--- src/rtl/svd_pkg.sv ---
package svd_pkg;

  typedef enum logic [1:0] {
    PWR_NORMAL = 2'b00,
    PWR_WAIT   = 2'b01,
    PWR_STOP   = 2'b10,
    PWR_STOP_X = 2'b11
  } pwr_mode_e;

  // Stop mode suppresses the detection request.
  function automatic logic mode_allows_req(input pwr_mode_e m);
    return (m == PWR_NORMAL) || (m == PWR_WAIT);
  endfunction

endpackage

--- src/rtl/svd_rst_sync.sv ---
module svd_rst_sync #(
  parameter int STAGES = 2
) (
  input  logic clk,
  input  logic rst_n_in,
  output logic rst_n_out
);

  logic [STAGES-1:0] chain_q;

  always_ff @(posedge clk or negedge rst_n_in) begin
    if (!rst_n_in) begin
      chain_q <= '0;
    end else begin
      chain_q <= {chain_q[STAGES-2:0], 1'b1};
    end
  end

  assign rst_n_out = chain_q[STAGES-1];

endmodule

--- src/rtl/svd_sync.sv ---
module svd_sync #(
  parameter int STAGES = 2
) (
  input  logic clk,
  input  logic rst_n,
  input  logic d_async,
  output logic q_sync
);

  logic [STAGES-1:0] stage_q;

  always_ff @(posedge clk or negedge rst_n) begin
    if (!rst_n) begin
      stage_q <= '0;
    end else begin
      stage_q <= {stage_q[STAGES-2:0], d_async};
    end
  end

  assign q_sync = stage_q[STAGES-1];

endmodule

--- src/rtl/svd_sample_div.sv ---
module svd_sample_div #(
  parameter int FSEL_W = 2
) (
  input  logic              clk,
  input  logic              rst_n,
  input  logic              en,
  input  logic [FSEL_W-1:0] fsel,
  output logic              stb
);

  localparam int MAX_SHIFT = (1 << FSEL_W) - 1;
  localparam int CNT_W     = (MAX_SHIFT > 0) ? MAX_SHIFT : 1;

  logic [CNT_W-1:0] cnt_q, cnt_n, lim;

  // Terminal count is 2^fsel - 1: the low fsel bits set.
  always_comb begin
    lim = '0;
    for (int i = 0; i < CNT_W; i++) begin
      if (i < int'(fsel)) lim[i] = 1'b1;
    end
  end

  // A compare of >= keeps a lowered divisor from running past its limit.
  assign stb = en && (cnt_q >= lim);

  always_comb begin
    if (!en)      cnt_n = '0;
    else if (stb) cnt_n = '0;
    else          cnt_n = cnt_q + 1'b1;
  end

  always_ff @(posedge clk or negedge rst_n) begin
    if (!rst_n) cnt_q <= '0;
    else        cnt_q <= cnt_n;
  end

endmodule

--- src/rtl/svd_filter.sv ---
module svd_filter #(
  parameter int SAMPLES = 4
) (
  input  logic clk,
  input  logic rst_n,
  input  logic en,
  input  logic stb,
  input  logic din,
  output logic lvl,
  output logic evt
);

  localparam int CW = (SAMPLES > 1) ? $clog2(SAMPLES) : 1;
  localparam logic [CW-1:0] LAST = CW'(SAMPLES - 1);

  logic          lvl_q, lvl_n;
  logic [CW-1:0] cnt_q, cnt_n;

  always_comb begin
    lvl_n = lvl_q;
    cnt_n = cnt_q;
    evt   = 1'b0;
    if (!en) begin
      // Track the input while disabled so that enabling sees no change.
      lvl_n = din;
      cnt_n = '0;
    end else if (stb) begin
      if (din != lvl_q) begin
        if (cnt_q == LAST) begin
          lvl_n = din;
          cnt_n = '0;
          evt   = 1'b1;
        end else begin
          cnt_n = cnt_q + 1'b1;
        end
      end else begin
        cnt_n = '0;
      end
    end
  end

  always_ff @(posedge clk or negedge rst_n) begin
    if (!rst_n) begin
      lvl_q <= 1'b0;
      cnt_q <= '0;
    end else begin
      lvl_q <= lvl_n;
      cnt_q <= cnt_n;
    end
  end

  assign lvl = lvl_q;

endmodule

--- src/rtl/svd_irq_top.sv ---
module svd_irq_top
  import svd_pkg::*;
#(
  parameter int SYNC_STAGES  = 2,
  parameter int FILT_SAMPLES = 4,
  parameter int FSEL_W       = 2
) (
  input  logic              clk,
  input  logic              rst_n,
  input  logic              cmp_async,
  input  logic              det_en,
  input  logic              irq_en,
  input  logic              src_sel,
  input  logic              osc_sel,
  input  logic [1:0]        pwr_mode,
  input  logic [FSEL_W-1:0] filt_sel,
  input  logic              flag_clr,
  input  logic              wdt_irq,
  input  logic              osc_stop_irq,
  output logic              det_flag,
  output logic              vec_irq
);

  logic rst_sync_n;
  logic cmp_s;
  logic smp_stb;
  logic filt_lvl;
  logic filt_evt;

  logic flag_q, flag_n;
  logic det_req_q, det_req_n;
  logic flag_set;
  logic req_gate;

  svd_rst_sync #(.STAGES(2)) u_rst (
    .clk       (clk),
    .rst_n_in  (rst_n),
    .rst_n_out (rst_sync_n)
  );

  svd_sync #(.STAGES(SYNC_STAGES)) u_sync (
    .clk     (clk),
    .rst_n   (rst_sync_n),
    .d_async (cmp_async),
    .q_sync  (cmp_s)
  );

  svd_sample_div #(.FSEL_W(FSEL_W)) u_div (
    .clk   (clk),
    .rst_n (rst_sync_n),
    .en    (det_en),
    .fsel  (filt_sel),
    .stb   (smp_stb)
  );

  svd_filter #(.SAMPLES(FILT_SAMPLES)) u_filt (
    .clk   (clk),
    .rst_n (rst_sync_n),
    .en    (det_en),
    .stb   (smp_stb),
    .din   (cmp_s),
    .lvl   (filt_lvl),
    .evt   (filt_evt)
  );

  assign flag_set = filt_evt & det_en;
  assign req_gate = irq_en & ~src_sel & ~osc_sel & mode_allows_req(pwr_mode_e'(pwr_mode));

  always_comb begin
    if (flag_set)      flag_n = 1'b1;
    else if (flag_clr) flag_n = 1'b0;
    else               flag_n = flag_q;
    det_req_n = flag_set & ~flag_q & req_gate;
  end

  always_ff @(posedge clk or negedge rst_sync_n) begin
    if (!rst_sync_n) begin
      flag_q    <= 1'b0;
      det_req_q <= 1'b0;
    end else begin
      flag_q    <= flag_n;
      det_req_q <= det_req_n;
    end
  end

  assign det_flag = flag_q;
  assign vec_irq  = det_req_q | wdt_irq | osc_stop_irq;

endmodule

--- config.mk ---
export PLATFORM = sky130hd
export DESIGN_NAME = svd_irq_top
export DESIGN_NICKNAME = d
export VERILOG_FILES = /design/src/rtl/svd_pkg.sv /design/src/rtl/svd_rst_sync.sv /design/src/rtl/svd_sync.sv /design/src/rtl/svd_sample_div.sv /design/src/rtl/svd_filter.sv /design/src/rtl/svd_irq_top.sv
export SDC_FILE = /design/constraint.sdc
export NUM_CORES = 1
export LEC_CHECK = 0
export ABC_AREA = 0
export BUFFER_PORTS_ARGS = -buffer_cell sky130_fd_sc_hd__buf_2
export CORE_MARGIN = 1.5
export CORE_UTILIZATION = 43
export DETAILED_ROUTE_END_ITERATION = 6
export PLACE_DENSITY_LB_ADDON = 0.12
export SETUP_SLACK_MARGIN = 0.02
export SLEW_MARGIN = 20
export SYNTH_ARGS = -nofsm -noshare
export SYNTH_HDL_FRONTEND = slang
export SYNTH_HIERARCHICAL = 1
export SYNTH_SLANG_ARGS = --single-unit
--- constraint.sdc ---
create_clock -name clk -period 0.8 [get_ports clk]
set_clock_uncertainty 0.1 [all_clocks]
set_input_delay 0.04 -clock clk [delete_from_list [all_inputs] [get_ports clk]]
set_output_delay 0.04 -clock clk [all_outputs]
set_load 0.05 [all_outputs]
==> impl_metrics.yaml, run 1 <==
outcome:
  status: "finished, violations left"
  violations: "negative hold slack, negative setup slack"
worst_setup_path:
  start_kind: "register"
  r2r_start: "u_div/cnt_q[2]"
  cp.arrival_ns: 1.74
  ff2ff_path_depth: 6
  cp.required_ns: 0.86
  r2r_slack_ns: -0.88
  critical_path_class: "reg -> reg"
  critPathMaxFanout: 3
  r2r_end: "u_filt/lvl"
  end_kind: "register"
synthesis:
  yosysSeqAreaShare_pct: 51.1
  syn_inst: 50
  ys_ff_latch: 12
  synthTopCellsByArea: "dfrtp_1 51%, ha_1 11%, xnor2_1 3.0%"
  ys_types: 23
  syn_nets: 69
  synth_area_um2: 588
  ys_warn_count: 6
  syn_area_per_cell_um2: 11.8
  synth_top_area_cell: "dfrtp_1"
  yosysTopAreaCellShare_pct: 51.1
routing:
  m1WireLength_um: 550
  drc: 0
  met3_length_um: 40
  dr.pass1.iters: 4
  topRoutingLayerUsed: "met3"
  wire_per_inst_um: 11.6
  vias: 479
  ant_nets: 0
  vias_per_cell: 4.65
  first_iter_violations: 9
  drt_wl_total_um: 1200
  wl_met2_um: 607
layout:
  nNetsFinal: 108
  fillerInstances: 82
  fin_util_pct: 75.5
  layout_common_cells: "16 x buf_4, 12 x dfrtp_1, 12 x buf_2"
  antennaDiodeCount: 0
  syn_to_final_growth_pct: 64.9
  drive_gt1_share_pct: 62.5
  seq_area_um2: 300
  design_area_um2: 970
  multi_input_area_um2: 355
  final_common_cell: "buf_4"
hold_path:
  min-delay-start: "pwr_mode[1]"
  min_path_cells: 3
  holdCritPathClass: "in -> reg"
  hold_path_end: "det_req_q"
clocking:
  clockRootBuffer: "clkbuf_4"
  path_clk_slew_ns: 0.08
  clk_path_buf_depth: 2
  cts-hold-fix-buffers: 3
  cts.sinks: 12
  cts_tree: "done"
  htreeDepth: 1
  numCtsBuffers: 3
  insertion_delay_ns: 0.27
timing:
  setup_ws_ns: -0.880
  fin_crit_ns: 1.68
  drv_slew: 0
  fin_crit_sh_pct: 210
  fmax_ghz: 0.595
  rsz0062_at_grt: "yes"
  setup_viol: 10
  hold_viol: 4
  hold_ws_ns: -0.0834
placement:
  post-place-ws_ns: -0.944
  dp_hpwl_um: 878
  port_buffers: 14
  dpl_cell_area_um2: 822
  gp_congestion: 0.734
global_route:
  grt_pass1_wl_um: 1690
  grt_usage_pct: 17.2
  gr-total-overflow: 0
  grt_max_degree: 8
  antenna_found_initial: 0
  first_global_vias: 391
die:
  die_x_um: 40.0
  die_area_um2: 1600
  ios: 16
  initial_core_util_pct: 45.8
  core-area_um2: 1280
  fp-row-count: 13
  die_h_um: 40.0
power_and_ir_drop:
  ir_drop_v: 0.00127
  powerDensity_nw_per_um2: 1970
  leakage_nw: 0.469
job:
  drv_cap: 0
-- cells in the mapped netlist --
master,instances
a21oi_2,1
o21ai_1,1
nor2_2,1
dfrtp_1,12
or2_2,1
or3_1,1
nor3_2,1
nor2_1,3
a21boi_2,1
o21ai_0,2
nand2_1,4
xnor2_1,2
nand3b_1,2
ha_1,5
nand3_1,2
o211ai_2,1
inv_1,4
mux2_4,1
nor2b_4,1
o41ai_2,1
conb_1,1
or4b_1,1
and2_1,1
-- stage by stage --
step,instances,setup TNS [ns],power [W]
6_report,103,-6.80,0.00191
5_1_grt,103,-7.51,0.00203
4_1_cts,102,-6.47,0.00183
3_5_place_dp,94,-6.34,0.00128
3_3_place_gp,94,-6.02,0.00126
2_1_floorplan,50,-4.73,0.00103
-- worst max-delay path: stages, from the launching register on --
cell	delay (ns)
dfrtp_1	0.42
ha_4	0.27
a21oi_4	0.13
o21ai_2	0.07
and2_4	0.15
a21boi_2	0.13
mux2_4	0.30
-- cell type report --
type                            count  area share (%)
Multi-Input combinational cell     34            36.6
Sequential cell                    12            31.0
Timing Repair Buffer               34            25.2
Clock buffer                        4            3.74
Tap cell                           15            1.94
Inverter                            4            1.55
-- state kept, by name, indices dropped and copies added, names as in the netlist --
name            cells
u_filt/cnt_q        2
u_div/cnt_q         3
u_sync/stage_q      2
u_filt/lvl          1
u_rst/chain_q       2
det_flag            1
det_req_q           1
-- what timing repair did --
action                     4_1_cts  5_1_grt
setup endpoints to repair       10       10
resized for setup                8        7
hold endpoints to repair         8        4
pin swaps                        8        9
setup buffers                    1        1
-- worst max path at each step --
stage,startpoint,end,cells after the start
after global placement,u_div/cnt_q[2],u_filt/lvl,6
final,u_div/cnt_q[2],u_filt/lvl,6
after floorplan,u_div/cnt_q[2],u_filt/lvl,6
after global routing,u_div/cnt_q[2],det_req_q,8
after detailed placement,filt_sel[1],det_req_q,10
after CTS,u_div/cnt_q[2],u_filt/lvl,6
-- metal layers --
layer | up-vias | GRT usage (%)
met1 | 220 | 22.4
met2 | 14 | 24.6
met5 | - | 0
li1 | 245 | -
met4 | 0 | 10.3
met3 | 0 | 5.56
-- cells by family after synthesis --
family	count (synthesis)	synth area share, %
multiplexers	1	2.55
AND/OR/NAND/NOR	18	18.7
XOR/XNOR	2	2.98
flip-flops	12	51.1
other	1	0.638
adder cells (fa/ha/maj)	5	10.6
buffers and inverters	4	2.55
AO/OA/AOI/OAI	7	10.9
-- power breakdown --
group,internal (W),leakage (nW),switching [W]
Combinational,0.000429,0.294,0.000308
Clock,0.000276,0.0210,0.000191
Sequential,0.000663,0.154,0.0000443
Total,0.00137,0.469,0.000543
No activity file was read; power rests on OpenSTA's default activity.
==> run 2, diff against run 1 <==
- CORE_MARGIN: 1.5 -> 2
- REMOVE_ABC_BUFFERS: unset -> 1
==> run 2 against run 1 <==
  * Clock-buffer cell count is the same
  * Sequential cell count is the same
  * Register-to-register slack gained 0.02 ns
  * Largest power group is now registers
  * Combinational power shrank 11%
  * Hold slack gained 0.0081 ns
  * Power shrank 4.4%
  * Worst setup slack gained 0.021 ns
  * Design area shrank 5.2%
  * First-iteration DRC count shrank 100%
  * The flow still finishes with violations (negative hold slack, negative setup slack)
  * Clock power shrank 1%
==> impl_metrics.yaml, run 2 (synthesized netlist as in run 1, its figures left out) <==
die:
  initial_core_util_pct: 45.8
  die_area_um2: 1680
  fp-row-count: 13
  die_x_um: 41.0
  ios: 16
  core-area_um2: 1280
  die_h_um: 41.0
routing:
  wire_per_inst_um: 12.2
  vias: 473
  dr.pass1.iters: 1
  vias_per_cell: 4.73
  drt_wl_total_um: 1220
  first_iter_violations: 0
  ant_nets: 0
  drc: 0
layout:
  layout_common_cells: "14 x buf_4, 12 x dfrtp_1, 12 x buf_2"
  largest_register_ffs: 3
  nNetsFinal: 105
  antennaDiodeCount: 0
  syn_to_final_growth_pct: 56.4
  final_common_cell: "buf_4"
  drive_gt1_share_pct: 57.6
  fillerInstances: 92
  multi_input_area_um2: 332
  seq_area_um2: 300
  regMostFlops: "u_div/cnt_q"
  design_area_um2: 920
  fin_util_pct: 71.6
power_and_ir_drop:
  ir_drop_v: 0.00146
  leakage_nw: 0.453
  powerDensity_nw_per_um2: 1990
worst_setup_path:
  critPathMaxStageDelay_ns: 0.41
  path_buf_inv: 0
  r2r_slack_ns: -0.86
  critPathSlowestCell: "dfrtp_1"
  end_kind: "register"
  critical_path_class: "reg -> reg"
  cp.required_ns: 0.85
  cp.arrival_ns: 1.71
  start_kind: "register"
  cp_top_family: "flip-flops"
  critPathMaxFanout: 3
  crit_chain: "ha_4 -> a21oi_4 -> o21ai_2 -> and2_4 -> a21boi_2 -> mux2_4"
placement:
  gp_congestion: 0.694
  port_buffers: 14
  dp_hpwl_um: 865
  dpl_cell_area_um2: 759
clocking:
  path_clk_slew_ns: 0.07
  numCtsBuffers: 3
  clk_path_buf_depth: 2
  cts.sinks: 12
  cts_tree: "done"
  insertion_delay_ns: 0.26
  cts-hold-fix-buffers: 3
  htreeDepth: 1
  clockRootBuffer: "clkbuf_4"
timing:
  drv_slew: 0
  tns_ns: -6.23
  setup_viol: 10
  setup_ws_ns: -0.859
  hold_ws_ns: -0.0753
  fin_crit_ns: 1.66
  fmax_ghz: 0.603
  fin_crit_sh_pct: 207
  hold_viol: 3
  rsz0062_at_grt: "yes"
global_route:
  grt_usage_pct: 18.4
  gr-total-overflow: 0
  first_global_vias: 442
  grt_pass1_wl_um: 1830
  grt_max_degree: 11
  antenna_found_initial: 0
outcome:
  violations: "negative hold slack, negative setup slack"
  status: "finished, violations left"
job:
  drv_cap: 0
hold_path:
  holdCritPathClass: "in -> reg"
run 2: where the power goes:
| group | switching, W | internal (W) |
|---|---|---|
| Combinational | 0.000281 | 0.000374 |
| Sequential | 0.0000479 | 0.000663 |
| Clock | 0.000186 | 0.000276 |
run 2: worst paths after layout:
path,from,endpoint,cells after the start
worst min register to register,u_rst/chain_q[1],u_filt/lvl,0
worst min-delay path,pwr_mode[1],det_req_q,3
worst max-delay path,u_div/cnt_q[2],u_filt/lvl,6
max in group asynchronous,u_rst/chain_q[1],u_div/cnt_q[0],0
worst max register to register,u_div/cnt_q[2],u_filt/lvl,6
min in group asynchronous,rst_n,u_rst/chain_q[1],2
run 2: timing repair:
item                                    4_1_cts  5_1_grt
cloned                                        0        0
pin swaps                                     8        2
endpoints found under the setup margin       10       10
hold endpoints to repair                      5        3
buffers inserted                              2        1
gates resized for setup                      12        4
run 2: per-stage QoR:
step	instances	total power [W]	setup WS, ns
final	100	0.00183	-0.859
after global routing	100	0.00195	-0.931
after CTS	99	0.00178	-0.866
after detailed placement	90	0.00120	-0.984
after global placement	90	0.00118	-0.964
after floorplan	50	0.000982	-0.955
run 2: per-layer routing:
metal,routed length (um),vias up,global-route usage (%)
li1,-,241,-
met1,523,221,21.1
met5,0,-,0
met3,41,0,4.89
met2,657,11,30.9
met4,0,0,10.0
run 2: worst reg2reg max path: cells and delay by family, from the launching register on:
kind / cells / cell delay, ns
multiplexers: 1 / 0.30
AO/OA/AOI/OAI: 3 / 0.36
AND/OR/NAND/NOR: 1 / 0.14
adder cells (fa/ha/maj): 1 / 0.24
flip-flops: 1 / 0.41
run 2: final cells by class:
type | instances | area share, %
inverter | 4 | 1.63
multi-input combinational | 34 | 36.1
tap | 15 | 2.04
sequential | 12 | 32.7
timing repair buffer | 31 | 23.7
clock buffer | 4 | 3.95
==> run 3, diff against run 2 <==
- PLACE_DENSITY_LB_ADDON: 0.12 -> 0.1
- TNS_END_PERCENT: unset -> 5
==> run 3 against run 2 <==
  * The flow still finishes with violations (negative hold slack, negative setup slack)
  * Via count rose by 4.9%
  * First-iteration DRC count did not move
  * Sequential power barely moved
  * Sequential share of layout area fell by 2.0 points
  * Power rose by 7.8%
  * Combinational power rose by 21%
==> impl_metrics.yaml, run 3 (synthesized netlist as in run 1, its figures left out) <==
timing:
  fmax_ghz: 0.571
  drv_slew: 0
  hold_ws_ns: -0.0778
  fin_crit_ns: 1.75
  fin_crit_sh_pct: 219
  setup_ws_ns: -0.952
  setup_viol: 10
  hold_viol: 3
  rsz0062_at_grt: "yes"
  tns_ns: -7.20
job:
  drv_cap: 0
worst_setup_path:
  end_kind: "register"
  crit_chain: "ha_4 -> a21oi_4 -> o21ai_2 -> and2_4 -> a21boi_2 -> mux2_4"
  cp.arrival_ns: 1.81
  critPathSlowestCell: "dfrtp_1"
  critical_path_class: "reg -> reg"
  critPathMaxStageDelay_ns: 0.42
  critPathMaxFanout: 3
  cp.required_ns: 0.85
  ff2ff_path_depth: 6
  start_kind: "register"
die:
  ios: 16
  fp-row-count: 13
  core-area_um2: 1280
  initial_core_util_pct: 45.8
  die_area_um2: 1680
  die_h_um: 41.0
  die_x_um: 41.0
layout:
  nNetsFinal: 110
  fillerInstances: 87
  regMostFlops: "u_div/cnt_q"
  antennaDiodeCount: 0
  largest_register_ffs: 3
  fin_util_pct: 76.3
  layout_common_cells: "18 x buf_4, 12 x dfrtp_1, 12 x buf_2"
  syn_to_final_growth_pct: 66.8
  drive_gt1_share_pct: 61.1
  final_common_cell: "buf_4"
routing:
  vias: 496
  dr.pass1.iters: 1
  vias_per_cell: 4.72
  wire_per_inst_um: 11.8
  ant_nets: 0
  drt_wl_total_um: 1240
  first_iter_violations: 0
  drc: 0
outcome:
  status: "finished, violations left"
  violations: "negative hold slack, negative setup slack"
global_route:
  gr-total-overflow: 0
  grt_pass1_wl_um: 1860
  first_global_vias: 446
  grt_max_degree: 11
  antenna_found_initial: 0
  grt_usage_pct: 18.7
power_and_ir_drop:
  switching_share_pct: 28.3
  p_comb_share_pct: 40.3
  ir_drop_v: 0.00127
  powerDensity_nw_per_um2: 2010
  pwr-share-clk_pct: 23.7
  power_w: 0.00197
  leakage_nw: 0.482
  p_sw_w: 0.000557
  power.internal_w: 0.00141
  seq_power_share_pct: 35.9
hold_path:
  min_path_cells: 3
  holdCritPathClass: "in -> reg"
clocking:
  insertion_delay_ns: 0.26
  cts_tree: "done"
  htreeDepth: 1
  cts.sinks: 12
  path_clk_slew_ns: 0.08
  clockRootBuffer: "clkbuf_4"
  cts-hold-fix-buffers: 3
  clk_path_buf_depth: 2
  numCtsBuffers: 3
placement:
  dp_hpwl_um: 850
  port_buffers: 14
  gp_congestion: 0.684
  post-place-ws_ns: -1.02
-- run 3: critical path, delay by kind of cell (launching register included) --
family / cells / cell delay [ns]
compound gates: 3 / 0.37
fa+ha+maj: 1 / 0.28
flops: 1 / 0.42
mux: 1 / 0.31
simple gates: 1 / 0.17
-- run 3: worst paths after layout --
path	from	endpoint	slack (ns)
max	u_div/cnt_q[2]	u_filt/lvl	-0.95
min	pwr_mode[1]	det_req_q	-0.08
min reg2reg	u_rst/chain_q[1]	u_filt/cnt_q[0]	0.04
min in group asynchronous	rst_n	u_rst/chain_q[1]	-0.02
max in group asynchronous	u_rst/chain_q[1]	det_req_q	0.41
max reg2reg	u_div/cnt_q[2]	u_filt/lvl	-0.95
-- run 3: per-layer routing --
metal  GRT usage (%)  up-vias  wire (um)
li1                -      253          -
met1            18.2      227        514
met2            34.8       14        669
met3            5.43        2         49
met4            10.0        0         10
met5               0        -          0
-- run 3: final cells by class --
cell class | count | area [um2] | share of cell area (%)
clock buffer | 4 | 36.3 | 3.70
inverter | 4 | 15.0 | 1.53
multi-input combinational | 34 | 348 | 35.5
sequential | 12 | 300 | 30.6
tap | 15 | 18.8 | 1.91
timing repair buffer | 36 | 263 | 26.8
-- run 3: power groups by stage --
stage                     combinational, W  clock, W  sequential (W)
after CTS                         0.000637  0.000481        0.000702
after floorplan                   0.000270         0        0.000712
after global placement            0.000511         0        0.000705
final                             0.000795  0.000468        0.000708
after detailed placement          0.000527         0        0.000709
after global routing              0.000868  0.000518        0.000713
-- run 3: through the flow --
step | instances | instance area (um2)
2_1_floorplan | 50 | 588
3_3_place_gp | 93 | 782
3_5_place_dp | 93 | 782
4_1_cts | 102 | 912
5_1_grt | 105 | 981
6_report | 105 | 981
-- run 3: what timing repair did --
action                     in CTS  in global routing
pin swaps                       8                  8
setup buffers                   2                  3
resized for setup              11                  9
hold endpoints to repair        5                  1
setup endpoints to repair      10                 10
